$ cat config.mk
export PLATFORM = sky130hd
export DESIGN_NAME = xing_pair_mux
export DESIGN_NICKNAME = d
export VERILOG_FILES = /design/src/rtl/xmux_pkg.sv /design/src/rtl/xmux_sched.sv /design/src/rtl/xmux_frame.sv /design/src/rtl/xmux_errcnt.sv /design/src/rtl/xing_pair_mux.sv
export SDC_FILE = /design/constraint.sdc
export NUM_CORES = 1
export LEC_CHECK = 0
export ABC_AREA = 1
export BUFFER_PORTS_ARGS = -buffer_cell sky130_fd_sc_hd__buf_4
export CORE_MARGIN = 4
export CORE_UTILIZATION = 59
export CTS_BUF_LIST = sky130_fd_sc_hd__clkbuf_2
export CTS_CLUSTER_SIZE = 14
export DETAILED_ROUTE_END_ITERATION = 7
export PLACE_DENSITY = 0.93
export SLEW_MARGIN = 10
export SYNTH_ARGS = -nofsm -noshare
export SYNTH_HDL_FRONTEND = slang
export SYNTH_SLANG_ARGS = --single-unit
$ cat constraint.sdc
create_clock -name clk -period 4.4 [get_ports clk]
set_input_delay 0.44 -clock clk [delete_from_list [all_inputs] [get_ports clk]]
set_output_delay 0.44 -clock clk [all_outputs]
set_load 0.005 [all_outputs]
$ cat src/rtl/xmux_pkg.sv
package xmux_pkg;
  typedef enum logic [1:0] {
    SRC_IDLE = 2'd0,
    SRC_A    = 2'd1,
    SRC_B    = 2'd2,
    SRC_HELD = 2'd3
  } src_e;
endpackage

$ cat src/rtl/xmux_sched.sv
module xmux_sched
  import xmux_pkg::*;
#(
  parameter int DATA_W = 8
) (
  input  logic              clk,
  input  logic              rst,
  input  logic              bypass,
  input  logic [DATA_W-1:0] a_in,
  input  logic [DATA_W-1:0] b_in,
  output logic [DATA_W-1:0] sel_data,
  output logic              sel_flag,
  output logic              conflict
);
  logic              hold_v;
  logic [DATA_W-1:0] hold_val;
  logic              a_busy, b_busy;
  src_e              src;

  assign a_busy = (a_in != '0);
  assign b_busy = (b_in != '0);

  // Any activity while the held slot is in use breaks the empty-crossing rule.
  assign conflict = !bypass && hold_v && (a_busy || b_busy);

  always_comb begin
    if (hold_v)      src = SRC_HELD;
    else if (a_busy) src = SRC_A;
    else if (b_busy) src = SRC_B;
    else             src = SRC_IDLE;
  end

  always_comb begin
    case (src)
      SRC_A:    begin sel_data = a_in;     sel_flag = 1'b0; end
      SRC_B:    begin sel_data = b_in;     sel_flag = 1'b1; end
      SRC_HELD: begin sel_data = hold_val; sel_flag = 1'b1; end
      default:  begin sel_data = '0;       sel_flag = 1'b0; end
    endcase
  end

  always_ff @(posedge clk) begin
    if (rst || bypass) begin
      hold_v   <= 1'b0;
      hold_val <= '0;
    end else if (!hold_v && a_busy && b_busy) begin
      hold_v   <= 1'b1;
      hold_val <= b_in;
    end else begin
      hold_v   <= 1'b0;
    end
  end

  // a held slot is always followed by a free one
  assert_hold_single_R3: assert property (@(posedge clk) disable iff (rst)
    hold_v |=> !hold_v);

  // while a value is held, the selected word is flagged as channel B
  assert_held_flag_R3: assert property (@(posedge clk) disable iff (rst)
    (hold_v && !bypass) |-> (sel_flag && sel_data != '0));

  // conflicts only arise in a held crossing
  assert_conflict_slot_R7: assert property (@(posedge clk) disable iff (rst)
    conflict |-> (src == SRC_HELD));
endmodule

$ cat src/rtl/xmux_frame.sv
module xmux_frame #(
  parameter int DATA_W = 8
) (
  input  logic              clk,
  input  logic              rst,
  input  logic              bypass,
  input  logic [DATA_W-1:0] a_in,
  input  logic [DATA_W-1:0] sel_data,
  input  logic              sel_flag,
  output logic [DATA_W-1:0] link_data,
  output logic              link_flag,
  output logic              link_par
);
  logic mode_byp_q;

  // Parity bit that gives {par, flag, data} an odd number of ones.
  function automatic logic odd_fill(input logic [DATA_W-1:0] d, input logic f);
    return ~(^{f, d});
  endfunction

  always_ff @(posedge clk) begin
    if (rst) begin
      link_data  <= '0;
      link_flag  <= 1'b0;
      link_par   <= 1'b1;
      mode_byp_q <= 1'b0;
    end else if (bypass) begin
      link_data  <= a_in;
      link_flag  <= 1'b0;
      link_par   <= a_in[0];
      mode_byp_q <= 1'b1;
    end else begin
      link_data  <= sel_data;
      link_flag  <= sel_flag;
      link_par   <= odd_fill(sel_data, sel_flag);
      mode_byp_q <= 1'b0;
    end
  end

  // odd parity over the full link word in normal mode
  assert_odd_word_R5: assert property (@(posedge clk) disable iff (rst)
    !mode_byp_q |-> ($countones({link_par, link_flag, link_data}) % 2 == 1));

  // bypass words carry the low data bit and a clear flag
  assert_bypass_word_R6: assert property (@(posedge clk) disable iff (rst)
    mode_byp_q |-> (link_par == link_data[0] && !link_flag));
endmodule

$ cat src/rtl/xmux_errcnt.sv
module xmux_errcnt #(
  parameter int ERR_W = 8
) (
  input  logic             clk,
  input  logic             rst,
  input  logic             hit,
  output logic [ERR_W-1:0] count
);
  localparam logic [ERR_W-1:0] CNT_MAX = '1;

  always_ff @(posedge clk) begin
    if (rst)                         count <= '0;
    else if (hit && count != CNT_MAX) count <= count + 1'b1;
  end

  // one step per conflicting crossing until saturation
  assert_err_step_R7: assert property (@(posedge clk) disable iff (rst)
    (hit && count != CNT_MAX) |=> (count == $past(count) + 1'b1));

  // saturated counter stays put
  assert_err_sat_R8: assert property (@(posedge clk) disable iff (rst)
    (count == CNT_MAX) |=> (count == CNT_MAX));

  // counter moves only on a conflict
  assert_err_quiet_R7: assert property (@(posedge clk) disable iff (rst)
    !hit |=> $stable(count));
endmodule

$ cat src/rtl/xing_pair_mux.sv
module xing_pair_mux #(
  parameter int DATA_W = 8,
  parameter int ERR_W  = 8
) (
  input  logic              clk,
  input  logic              rst,
  input  logic              bypass,
  input  logic [DATA_W-1:0] chan_a,
  input  logic [DATA_W-1:0] chan_b,
  output logic [DATA_W-1:0] link_data,
  output logic              link_flag,
  output logic              link_parity,
  output logic [ERR_W-1:0]  err_count
);
  logic [DATA_W-1:0] sel_data;
  logic              sel_flag;
  logic              conflict;

  xmux_sched #(.DATA_W(DATA_W)) u_sched (
    .clk      (clk),
    .rst      (rst),
    .bypass   (bypass),
    .a_in     (chan_a),
    .b_in     (chan_b),
    .sel_data (sel_data),
    .sel_flag (sel_flag),
    .conflict (conflict)
  );

  xmux_frame #(.DATA_W(DATA_W)) u_frame (
    .clk       (clk),
    .rst       (rst),
    .bypass    (bypass),
    .a_in      (chan_a),
    .sel_data  (sel_data),
    .sel_flag  (sel_flag),
    .link_data (link_data),
    .link_flag (link_flag),
    .link_par  (link_parity)
  );

  xmux_errcnt #(.ERR_W(ERR_W)) u_err (
    .clk   (clk),
    .rst   (rst),
    .hit   (conflict),
    .count (err_count)
  );
endmodule

==> results.txt <==
----------------------------------------------------
[Detailed routing]
  Overall via count from detail_route ... 1594
  Iter 0 DRT Violations ... 40
  Final Routed Wirelength ... 3.50 mm
  First-pass iteration count of the detailed router ... 4
  Antenna-violating nets left ... 0
  Detail-routed via count per cell ... 5.28
  Residual DRC count ... 0
  Per-cell routed wire length ... 11.6 µm

[Worst setup path]
  Arrival time at the worst endpoint ... 2.28 ns
  Reg-to-reg endpoint ... u_frame.link_par$_SDFF_PP1_
  Kind of end point of the critical path ... flop
  Reg-to-reg setup timing slack ... 2.42 ns
  Peak fanout along the critical path ... 12
  Cells on worst reg2reg path ... 13
  Origin of the critical flop-to-flop path ... u_sched.hold_v$_SDFF_PP0_
  Worst Path Required ... 4.70 ns
  Launching element type of the critical path ... flop
  Category of the most critical setup path ... reg -> reg

[Placement]
  Placer Congestion ... 0.935
  Number of input and output port buffers inserted ... 36
  HPWL Detailed ... 2.88 mm

[Logic synthesis]
  Total nets after synthesis ... 257
  Register bit count reported by yosys ... 27
  Fraction of the yosys area taken by sequential cells ... 35.0%
  Area of the mapped netlist ... 1550 µm²
  Number of enable-type register cells in the synthesized netlist ... 0
  Post-synthesis cell type with the largest combined area ... sky130_fd_sc_hd__dfxtp_1
  Cell count after synthesis ... 237
  Commonest register cell after synthesis ... sky130_fd_sc_hd__dfxtp_1
  Synth Warn # ... 0
  Main area contributors after synthesis ... sky130_fd_sc_hd__dfxtp_1 (35%), sky130_fd_sc_hd__nand2_1 (14%), sky130_fd_sc_hd__nand3_1 (9.1%)
  Avg Inst Size Synth ... 6.52 µm²
  Portion of synthesized cell area occupied by the leading cell type ... 35.0%
  Number of distinct standard cells referenced by the synthesized netlist ... 24
  Async set-or-reset flop fraction in the synthesized netlist ... 0%

[CTS]
  Maximum level of the CTS H-tree ... 1
  Quantity of gates resized following cts ... 0
  Worst skew pair latency ... 0.36 ns
  Clock Tree Buf Depth ... 2
  Clock buffers created by TritonCTS ... 3
  Hold buffers post-CTS ... 0
  CTS clk-pin slew, worst paths ... 0.24 ns
  TritonCTS clock tree ... built
  TritonCTS sink count ... 27
  Cell at the root of the clock tree ... sky130_fd_sc_hd__clkbuf_2
  Buffer count from post-CTS setup fixing ... 0

[STA]
  Max Freq ... 505 MHz
  Sum Neg Setup Slack ... 0 ns
  Final period demand of the worst path ... 1.98 ns
  Post-route fraction of the period consumed by the critical path ... 45.0%
  Final clock skew ... 0.00176 ns
  Worst relative slew slack ... 67.8%
  Slew of the pin with the lowest slew margin ... 0.481 ns
  Hold_ws ... 0.226 ns
  Final number of max-transition violations ... 0
  Count of final hold-check violations ... 0
  Count of final setup violators ... 0
  Unrepaired setup endpoints after global routing ... no

[Global route]
  Wire length of the first global-routing pass ... 5.95 mm
  Total Routing Usage GR ... 21.7%
  Total gr overflow ... 0
  Via count of the first global-routing pass ... 1383
  Pin count of the biggest net entering global routing ... 17
  Antenna violations before repair ... 0

[Finish]
  Area growth from synthesis to final layout ... 19.7%
  Number of inserted diodes ... 0
  Multi-input gate area ... 845 µm²
  Count of fill cells added during filler insertion ... 213
  Nets@finish ... 293
  Sequential cell area ... 541 µm²
  Fraction of final layout cells sized beyond drive strength 1 ... 25.7%

[Job]
  Number of maximum-capacitance violations ... 0

[Floorplanning]
  Core footprint ... 2480 µm²
  Die Y-Extent ... 59.2 µm
  Width of the die ... 59.2 µm
  Initial core utilization ... 62.4%
  Standard-cell row count ... 18
  Total die area ... 3500 µm²
  Total I/O pin count ... 37

[Worst hold path]
  Worst hold path class ... in -> reg
  Endpoint with the worst hold slack ... u_err.count[4]$_SDFFE_PP0P_
  Worst hold start ... rst
  Cells on Worst Hold Path ... 2

[Power]
  Pwr Total ... 0.462 mW
  Static power due to leakage ... 0.980 nW
  Worst vdd rail ir drop ... 0.185 mV
  Power density over cell area ... 250 nW/µm²

[Outcome]
  Status ... finished clean

----------------------------------------------------
## sequential cells by signal, summed over array words and instances, names as in the netlist
signal             count
u_sched.hold_val       8
u_sched.hold_v         1
u_frame.link_par       1
u_frame.link_flag      1
u_frame.link_data      8
u_err.count            8
## where the power goes
part	internal (mW)	switching (mW)	leakage (nW)
clock	0.0240	0.0731	0.0166
combinational	0.0429	0.0588	0.741
sequential	0.257	0.00633	0.222
## how the worst max path moves through the flow
stage | start | end | cells after the start
after floorplan | chan_b[1] | u_frame.link_par$_SDFF_PP1_ | 16
after global placement | bypass | u_err.count[7]$_SDFFE_PP0P_ | 9
after detailed placement | bypass | u_err.count[7]$_SDFFE_PP0P_ | 9
after CTS | u_sched.hold_v$_SDFF_PP0_ | u_frame.link_par$_SDFF_PP1_ | 13
after global routing | u_sched.hold_v$_SDFF_PP0_ | u_frame.link_par$_SDFF_PP1_ | 13
final | u_sched.hold_v$_SDFF_PP0_ | u_frame.link_par$_SDFF_PP1_ | 13
## logic make-up (layout without fill, tap and decap cells)
kind of cell	count (synthesis)	count (layout)	synth area share, %
compound gates	40	40	14.3
simple gates	128	128	39.5
buf+inv	41	76	10.4
fa+ha+maj	1	1	0.810
flops	27	27	35.0
## per-layer routing
metal | routed length, µm | GRT usage (%) | vias to the layer above
met2 | 1660 | 36.0 | 48
met3 | 204 | 2.61 | 5
li1 | - | - | 828
met5 | 0 | 0 | -
met1 | 1590 | 29.4 | 713
met4 | 44 | 6.80 | 0
## cell usage in the layout (no fill, tap or decap), drive strengths merged, types with 4 or more instances in the layout
cell,netlist,final
buf,4,36
o211ai,5,5
dfxtp,27,27
nand2,65,65
a21oi,17,17
clkbuf,1,4
nor2,31,31
nand3,29,29
inv,35,35
o21ai,17,17
## worst max-delay path, stage by stage (launching register included)
cell,delay [ns]
sky130_fd_sc_hd__dfxtp_1,0.60
sky130_fd_sc_hd__inv_1,0.28
sky130_fd_sc_hd__nand3_1,0.16
sky130_fd_sc_hd__nand2_1,0.09
sky130_fd_sc_hd__nor2_2,0.17
sky130_fd_sc_hd__nand2_1,0.08
sky130_fd_sc_hd__nand2_1,0.05
sky130_fd_sc_hd__nand2_1,0.06
sky130_fd_sc_hd__nand2_1,0.10
sky130_fd_sc_hd__inv_1,0.05
sky130_fd_sc_hd__nand2_1,0.07
sky130_fd_sc_hd__nand3_1,0.08
sky130_fd_sc_hd__nand3_1,0.09
sky130_fd_sc_hd__nand2_1,0.05
## synth_stat cells (4+ instances only)
library cell / n
sky130_fd_sc_hd__nand2_1: 59
sky130_fd_sc_hd__inv_1: 29
sky130_fd_sc_hd__nand3_1: 28
sky130_fd_sc_hd__dfxtp_1: 27
sky130_fd_sc_hd__a21oi_1: 17
sky130_fd_sc_hd__nor2_1: 17
sky130_fd_sc_hd__o21ai_0: 16
sky130_fd_sc_hd__nor2_2: 12
sky130_fd_sc_hd__inv_2: 6
sky130_fd_sc_hd__nand2_2: 5
sky130_fd_sc_hd__o211ai_1: 5
sky130_fd_sc_hd__buf_2: 4
## cell type report
cell class | instances | area share [%]
multi-input cells | 169 | 45.7
flip-flops and latches | 27 | 29.2
repair buffers | 36 | 14.6
inverters | 36 | 7.37
well taps | 30 | 2.03
clock buffers | 4 | 1.08
## through the flow
step | area (µm²) | util (%) | worst slack (ns) | cells
after global routing | 1850 | 74.6 | 2.12 | 302
final | 1850 | 74.6 | 2.42 | 302
after global placement | 1830 | 73.8 | 2.32 | 298
after CTS | 1850 | 74.6 | 2.44 | 302
after floorplan | 1550 | - | 2.71 | 237
after detailed placement | 1830 | 73.8 | 2.31 | 298
(Power assumes the default switching activity.)
